[src/rtl/flush_sizer.sv]
module flush_sizer #(
  parameter int LINES = 16,
  parameter int AW    = 32
) (
  input  logic                     clk,
  input  logic                     rst_n,
  input  logic                     force_full,
  input  logic                     st_valid,
  input  logic [$clog2(LINES)-1:0] st_line,
  input  logic [3:0]               st_dw,
  input  logic                     st_wthru,
  input  logic                     fl_valid,
  input  logic [$clog2(LINES)-1:0] fl_line,
  input  logic [AW-6:0]            fl_tag,
  output logic                     fl_ready,
  output logic                     wr_valid,
  output logic [1:0]               wr_size,
  output logic [AW-1:0]            wr_addr,
  input  logic                     wr_ready
);
  localparam int IW = $clog2(LINES);

  logic [3:0]    dirty [LINES];
  logic [IW-1:0] cap_line;
  logic [3:0]    cap_mask;

  wire [3:0] st_set = (st_valid && !st_wthru) ? st_dw : 4'b0;
  wire       hs     = wr_valid && wr_ready;
  wire       fl_acc = fl_valid && fl_ready;
  wire [3:0] snap   = dirty[fl_line] | ((st_line == fl_line) ? st_set : 4'b0);
  wire       lo     = |snap[1:0];
  wire       hi     = |snap[3:2];

  assign fl_ready = !wr_valid;

  logic [1:0] n_size;
  logic [4:0] n_off;
  always_comb begin
    n_size = 2'd2;
    n_off  = 5'd0;
    if (!force_full && !(lo && hi)) begin
      if ($onehot(snap)) begin
        n_size = 2'd0;
        unique case (snap)
          4'b0001: n_off = 5'd0;
          4'b0010: n_off = 5'd8;
          4'b0100: n_off = 5'd16;
          default: n_off = 5'd24;
        endcase
      end else begin
        n_size = 2'd1;
        n_off  = hi ? 5'd16 : 5'd0;
      end
    end
  end

  always_ff @(posedge clk or negedge rst_n) begin
    if (!rst_n) begin
      wr_valid <= 1'b0;
      wr_size  <= 2'd0;
      wr_addr  <= '0;
      cap_line <= '0;
      cap_mask <= '0;
    end else if (fl_acc && snap != 4'b0) begin
      wr_valid <= 1'b1;
      wr_size  <= n_size;
      wr_addr  <= {fl_tag, n_off};
      cap_line <= fl_line;
      cap_mask <= snap;
    end else if (hs) begin
      wr_valid <= 1'b0;
    end
  end

  always_ff @(posedge clk or negedge rst_n) begin
    if (!rst_n) begin
      for (int i = 0; i < LINES; i++) dirty[i] <= 4'b0;
    end else begin
      for (int i = 0; i < LINES; i++)
        dirty[i] <= ((hs && cap_line == IW'(i)) ? (dirty[i] & ~cap_mask) : dirty[i])
                  | ((st_line == IW'(i)) ? st_set : 4'b0);
    end
  end
endmodule


[config.mk]
export PLATFORM = sky130hd
export DESIGN_NAME = flush_sizer
export DESIGN_NICKNAME = d
export VERILOG_FILES = /design/src/rtl/flush_sizer.sv
export SDC_FILE = /design/constraint.sdc
export NUM_CORES = 1
export LEC_CHECK = 0
export CELL_PAD_IN_SITES_DETAIL_PLACEMENT = 0
export CELL_PAD_IN_SITES_GLOBAL_PLACEMENT = 1
export CORE_MARGIN = 3
export CORE_UTILIZATION = 42
export CTS_BUF_LIST = sky130_fd_sc_hd__clkbuf_2
export DETAILED_ROUTE_END_ITERATION = 16
export PLACE_DENSITY = 0.76
export SYNTH_ARGS = -nofsm -noshare
export SYNTH_HDL_FRONTEND = slang
export SYNTH_SLANG_ARGS = --single-unit
[constraint.sdc]
create_clock -name clk -period 4.9 [get_ports clk]
set_input_delay 0.49 -clock clk [delete_from_list [all_inputs] [get_ports clk]]
set_output_delay 0.49 -clock clk [all_outputs]
set_load 0.01 [all_outputs]
==> metrics, run 1 <==
Setup CP Type in2reg; Final setup viols 0; Post-Layout Cell Count 651; initial antenna violation count 0; simple-gate portion of the synthesized area 13.2%; DPL Wire Length 9.96 mm; worst skew pair latency 620 ps; crit-path max FO 9; xor and xnor area share after synthesis 0.864%; P_leak 2.53 nW; CTS tree done; Critical Path, Cell by Cell clkdlybuf4s50_1 > buf_4 > mux2_2 > o22ai_1 > a311oi_1 > or2_1 > fa_1 > ha_1 > ha_1 > nor3b_1 > nand3_1 > mux2i_1 > a22o_1; worst-case clock buffer depth 2; vias per cell 5.64; root buffer cell clkbuf_2; instance count of the mapped netlist 434; Routed WL 13.8 mm; Core ar. 11600 µm²; Post-CTS Resized 0; WP data required 5490 ps; CTS buffer count 9; Unique masters post-synth 42; PortBufs 78; period utilization 75.9%; post-synthesis register bit count 104; Max-Cap Viols 0; routed via count 3672; unrepaired setup endpoints after global routing false; total power 3.12 mW; HP Class in2reg; Max Transition Viols Final 0; DP Area 5920 µm²; complex-gate fraction of the synthesized area 13.4%; Critical-path top delay cell clkdlybuf4s50_1; CTS Sinks 104; startpoint types primary input; Rel. slew slack 44.1%; multi-input logic area 2300 µm²; GPL Wtd Cong 0.867; fraction of layout cells with a size suffix above 1 16.3%; cell row count 39; Critical Path AT 4310 ps; register area 2600 µm²; DIE AREA 13400 µm²; CTS H-tree lvls 3; Hold Vio Cnt, Final 0; DR WL/cell 21.1 µm; Layout area overhead 19.6%; Worst Max-Slew Pin Slew 838 ps; Ant. Diodes 0; mux contribution to synthesized area 16.7%; DIE WIDTH 116 µm; Final Cell Area 6060 µm²; CP most frequent cell ha_1; Initial Util 43.7%; I/O Pins 82; CP max stage delay 820 ps; setup TNS 0 ps; Tot GR Track Use 21.4%; Clock transition at path regs 280 ps; vias in the first global route 3749; Critical Path End Type flop; fmax 269 MHz; filler instances 1082; status complete, no violations; Setup Skew 30.2 ps; 1st-iter DRT viols 206; crit path time final 3720 ps; Post-Place Cells 634; largest family of logic cells by synthesized area multiplexers; Seq/Total Area, Yosys 51.3%; drt pass-1 iters 4; Syn Area/Cell 11.7 µm²; pin count of the biggest net entering global routing 68; grt ovf 0; Syn. warnings 0; DRT antenna net count 0; first-pass GRT wire length 21.6 mm; mapped cell area 5070 µm²; nets 552; Die Y 116 µm; pwr dens 514 nW/µm²; adder-cell area share of the yosys netlist 0.888%; Max VDD drop 0.000256 V; Final Util 52.2%; drc violations 0
cells in the final DEF, fill, tap and decap left out, types with 6 or more instances in the layout:
cell,instances
a22o_1,46
buf_4,6
clkbuf_2,10
clkdlybuf4s50_1,77
dfrtp_1,104
mux2_2,19
mux2_4,15
mux2i_1,7
mux4_2,15
nand2_1,88
nand2b_1,7
nor2_1,20
nor3_1,10
o21ai_0,14
o2bb2ai_1,9
or2_2,6
routing by layer:
layer  track usage, %  vias up  part of all wire, %
met4             5.72        0                  1.3
met1             29.3     1851                   42
li1                 -     1694                    -
met2             34.4      115                   50
met5                0        -                    0
met3             5.17       12                  6.7
area by class of cell:
type	instances	area share, %
inverters	5	0.309
flip-flops and latches	104	42.9
repair buffers	84	13.6
clock buffers	10	0.825
well taps	143	2.95
clock inverters	6	1.38
multi-input cells	299	38.0
state kept, by name (all words and copies together) (netlist names):
| register | cells |
|---|---|
| dirty | 64 |
| wr_addr | 29 |
| cap_line | 4 |
| cap_mask | 4 |
| wr_size | 2 |
| wr_valid | 1 |
final timing paths:
| kind | from | end | slack [ps] | cells after the start |
|---|---|---|---|---|
| worst max-delay path | fl_line[0] | wr_addr[4] | 1180 | 13 |
| worst min-delay path | fl_tag[23] | wr_addr[28] | 450 | 2 |
| worst max register to register | dirty[47] | wr_addr[4] | 1550 | 11 |
| worst min register to register | dirty[19] | dirty[19] | 520 | 2 |
| max in group asynchronous | rst_n | dirty[8] | 3370 | 3 |
| min in group asynchronous | rst_n | dirty[22] | 480 | 2 |
critical path, delay by kind of cell:
kind / cells / cell delay, ps
multiplexers: 2 / 500
adder cells (fa/ha/maj): 3 / 950
AO/OA/AOI/OAI: 3 / 420
buffers and inverters: 2 / 1090
AND/OR/NAND/NOR: 3 / 860
kinds of logic after synthesis:
group / count (synthesis)
XOR/XNOR: 5
buffers and inverters: 33
AO/OA/AOI/OAI: 82
flip-flops: 104
other: 1
adder cells (fa/ha/maj): 3
AND/OR/NAND/NOR: 150
multiplexers: 56
stage by stage:
stage | hold slack, ps | setup WS (ps)
after floorplan | 194 | 1570
after global placement | 475 | 580
after detailed placement | 472 | 519
after CTS | 395 | 1210
after global routing | 363 | 1020
final | 453 | 1180
power by group:
| part | switching, mW | total (mW) | internal (mW) |
|---|---|---|---|
| Combinational | 0.461 | 1.16 | 0.699 |
| Clock | 0.287 | 0.455 | 0.167 |
| Sequential | 0.331 | 1.50 | 1.17 |
| Total | 1.08 | 3.12 | 2.04 |
repair_timing:
action,CTS,global route
hold buffers,1,0
buffers inserted,0,0
hold endpoints to repair,66,0
synthesized netlist by cell type:
library cell	n	area, µm²
a21boi_2	1	11.3
a22o_1	46	403
a22oi_2	2	25.0
a2bb2oi_1	1	8.76
a311oi_1	1	8.76
a32o_1	1	10.0
and2_1	4	25.0
buf_1	1	3.75
buf_2	2	10.0
buf_4	4	30.0
buf_6	5	56.3
clkbuf_1	16	60.1
conb_1	1	3.75
dfrtp_1	104	2600
fa_1	1	20.0
ha_1	2	25.0
inv_1	5	18.8
mux2_2	19	214
mux2_4	15	225
mux2i_1	7	70.1
mux4_2	15	338
nand2_1	88	330
nand2b_1	7	43.8
nand3_1	1	5.00
nand4_1	3	18.8
nor2_1	20	75.1
nor2_2	1	6.26
nor2b_1	5	31.3
nor3_1	10	50.1
nor3b_1	1	7.51
nor4_1	1	6.26
nor4_4	1	21.3
o21ai_0	14	70.1
o21bai_1	1	7.51
o221ai_2	2	30.0
o22ai_1	3	18.8
o2bb2ai_1	9	78.8
o31ai_1	1	7.51
or2_1	1	6.26
or2_2	6	37.5
or3_1	1	6.26
xnor2_1	5	43.8
Note: power is estimated with default switching activity, not from simulation.
==> run 2: changes to the inputs <==
==> constraint.sdc (replaced) <==
create_clock -name clk -period 3.5 [get_ports clk]
set_input_delay 0.35 -clock clk [delete_from_list [all_inputs] [get_ports clk]]
set_output_delay 0.35 -clock clk [all_outputs]
set_load 0.01 [all_outputs]
==> run 2 against run 1 <==
Against the previous run: combinational power is 50% higher; flip-flop and latch count unchanged; sequential power up 40%; worst hold slack worse by 290 ps; power up 42%; clock skew increased by 9.4 ps; die area did not move; first-iteration DRC count up 35%; final area increased by 4.6%; largest cell class unchanged; largest power group unchanged; highest routed layer unchanged.
==> metrics, run 2 (synthesis gave the netlist of run 1 again) <==
Rel. slew slack 41.0% (-3.2 points); Tot GR Track Use 22.8% (+1.4 points); 1st-iter DRT viols 279 (+35%); pin count of the biggest net entering global routing 45 (-34%); Clock transition at path regs 300 ps (+20 ps); DIE AREA 13400 µm² (unchanged); pwr dens 697 nW/µm² (+36%); R2R setup slack 330 ps (-1220 ps); drt pass-1 iters 4 (unchanged); vias in the first global route 4002 (+6.7%); Post-Layout Cell Count 684 (+5.1%); DPL Wire Length 10.7 mm (+7.8%); Max Transition Viols Final 0 (unchanged); fraction of layout cells with a size suffix above 1 21.4% (+5.1 points); Largest regs dirty (64), wr_addr (29); post-place setup slack -310 ps (-829 ps); register area 2600 µm² (unchanged); Worst Max-Slew Pin Slew 877 ps (+39.2 ps); period utilization 90.6%; Routed WL 14.6 mm (+6.0%); HP Class in2async; first-pass GRT wire length 23.0 mm (+6.3%); Hold Slack 160 ps (-293 ps); GPL Wtd Cong 0.928 (+7.0%); Switching Share 35.0% (+0.42 points); DRT antenna net count 0 (unchanged); Max VDD drop 0.000418 V (+63%); fmax 315 MHz; initial antenna violation count 0 (unchanged); Hold Vio Cnt, Final 0 (unchanged); worst-case clock buffer depth 2 (unchanged); DIE WIDTH 116 µm (unchanged); Post-Place Cells 667 (+5.2%); crit path time final 3170 ps; Ant. Diodes 0 (unchanged); CTS H-tree lvls 3 (unchanged); Critical Path End Type flop; root buffer cell clkbuf_2; vias per cell 5.66 (+0.39%); most common cell after layout, fill and taps aside dfrtp_1; Max-Cap Viols 0 (unchanged); DR WL/cell 21.3 µm (+0.87%); Initial Util 43.7% (unchanged); crit-path max FO 2 (-7); filler instances 1018 (-5.9%); setup ws final 329 ps (-854 ps); Buf/Inv on CP 0 (-2); Int Power 2.87 mW (+41%); Critical Path AT 3770 ps (-540 ps); max FFs per register 64 (unchanged); worst skew pair latency 640 ps (+20 ps); multi-input logic area 2300 µm² (unchanged); drc violations 0 (unchanged); Worst path top cell family by delay adder cells; CP max stage delay 480 ps (-340 ps); status complete, no violations; Final setup viols 0 (unchanged); sequential power share 47.5% (-0.7 points); I/O Pins 82 (unchanged); nets 585 (+6.0%); startpoint types flop; Layout area overhead 25.1%; routed via count 3873 (+5.5%); Core ar. 11600 µm² (unchanged); Setup Skew 39.6 ps (+9.44 ps); CP most frequent cell ha_1; cell row count 39 (unchanged); most frequent cells in the layout dfrtp_1 (104), nand2_1 (88), clkdlybuf4s50_1 (77); unrepaired setup endpoints after global routing false; Critical Path, Cell by Cell mux4_2 > o22ai_1 > a311oi_1 > or2_1 > fa_1 > ha_1 > ha_1 > nor3b_1 > nand3_1 > mux2i_1 > a22o_1; Comb power frac 39.3% (+2.1 points); CTS tree done; Critical-path top delay cell fa_1; PortBufs 78 (unchanged); Largest Register dirty; CTS buffer count 9 (unchanged); grt ovf 0 (unchanged); P_leak 2.69 nW (+6.6%); Setup CP Type reg2reg; CTS Sinks 104 (unchanged); WP data required 4100 ps (-1390 ps); Die Y 116 µm (unchanged); NetSw 1.55 mW (+43%); Clk pwr share 13.2% (-1.4 points)
-- run 2: changes by cell type in the layout (fill, tap and decap cells not counted), sizes merged --
cell / delta
buf: +33
bufinv: -1
clkbuf: -1
clkinv: +1
inv: +1
-- run 2: power by group through the flow --
stage                     Combinational (mW)  Sequential [mW]  Clock (mW)
after floorplan                         1.01             1.96           0
after global placement                  1.70             2.11           0
after detailed placement                1.75             2.11           0
after CTS                               1.76             2.09       0.607
after global routing                    1.88             2.15       0.646
final                                   1.74             2.10       0.584
-- run 2: worst paths after layout --
path	to	start	cells past startpoint
worst max-delay path	wr_addr[4]	dirty[15]	11
worst min-delay path	dirty[7]	rst_n	2
worst max register to register	wr_addr[4]	dirty[15]	11
worst min register to register	dirty[34]	dirty[34]	2
max in group asynchronous	cap_line[0]	rst_n	3
min in group clk	wr_addr[30]	fl_tag[25]	2
-- run 2: per-layer routing --
layer	GRT usage (%)	vias to the layer above	wire length (µm)
met5	0	-	0
met4	6.50	0	268
met3	6.37	27	906
met2	36.1	130	7200
met1	31.0	1959	6210
li1	-	1757	-
-- run 2: stage by stage --
stage / area [µm²] / TNS, ps / power, mW / utilization, %
floorplan: 5080 / 0 / 2.97 / -
global placement: 6220 / -609 / 3.81 / 53.5
CTS: 6340 / 0 / 4.46 / 54.6
global route: 6340 / 0 / 4.68 / 54.6
detailed placement: 6220 / -813 / 3.86 / 53.5
finish: 6340 / 0 / 4.42 / 54.6
-- run 2: final cells by class --
| class | count | share of cell area, % |
|---|---|---|
| Inverter | 5 | 0.296 |
| Multi-Input combinational cell | 299 | 36.3 |
| Tap cell | 143 | 2.82 |
| Sequential cell | 104 | 41.0 |
| Clock buffer | 9 | 0.710 |
| Timing Repair Buffer | 117 | 17.7 |
| Clock inverter | 7 | 1.12 |
-- run 2: repair_timing --
action	4_1_cts	5_1_grt
endpoints found under the hold margin	31	0
buffers inserted	0	0
resized for setup	0	0
hold buffers	1	0
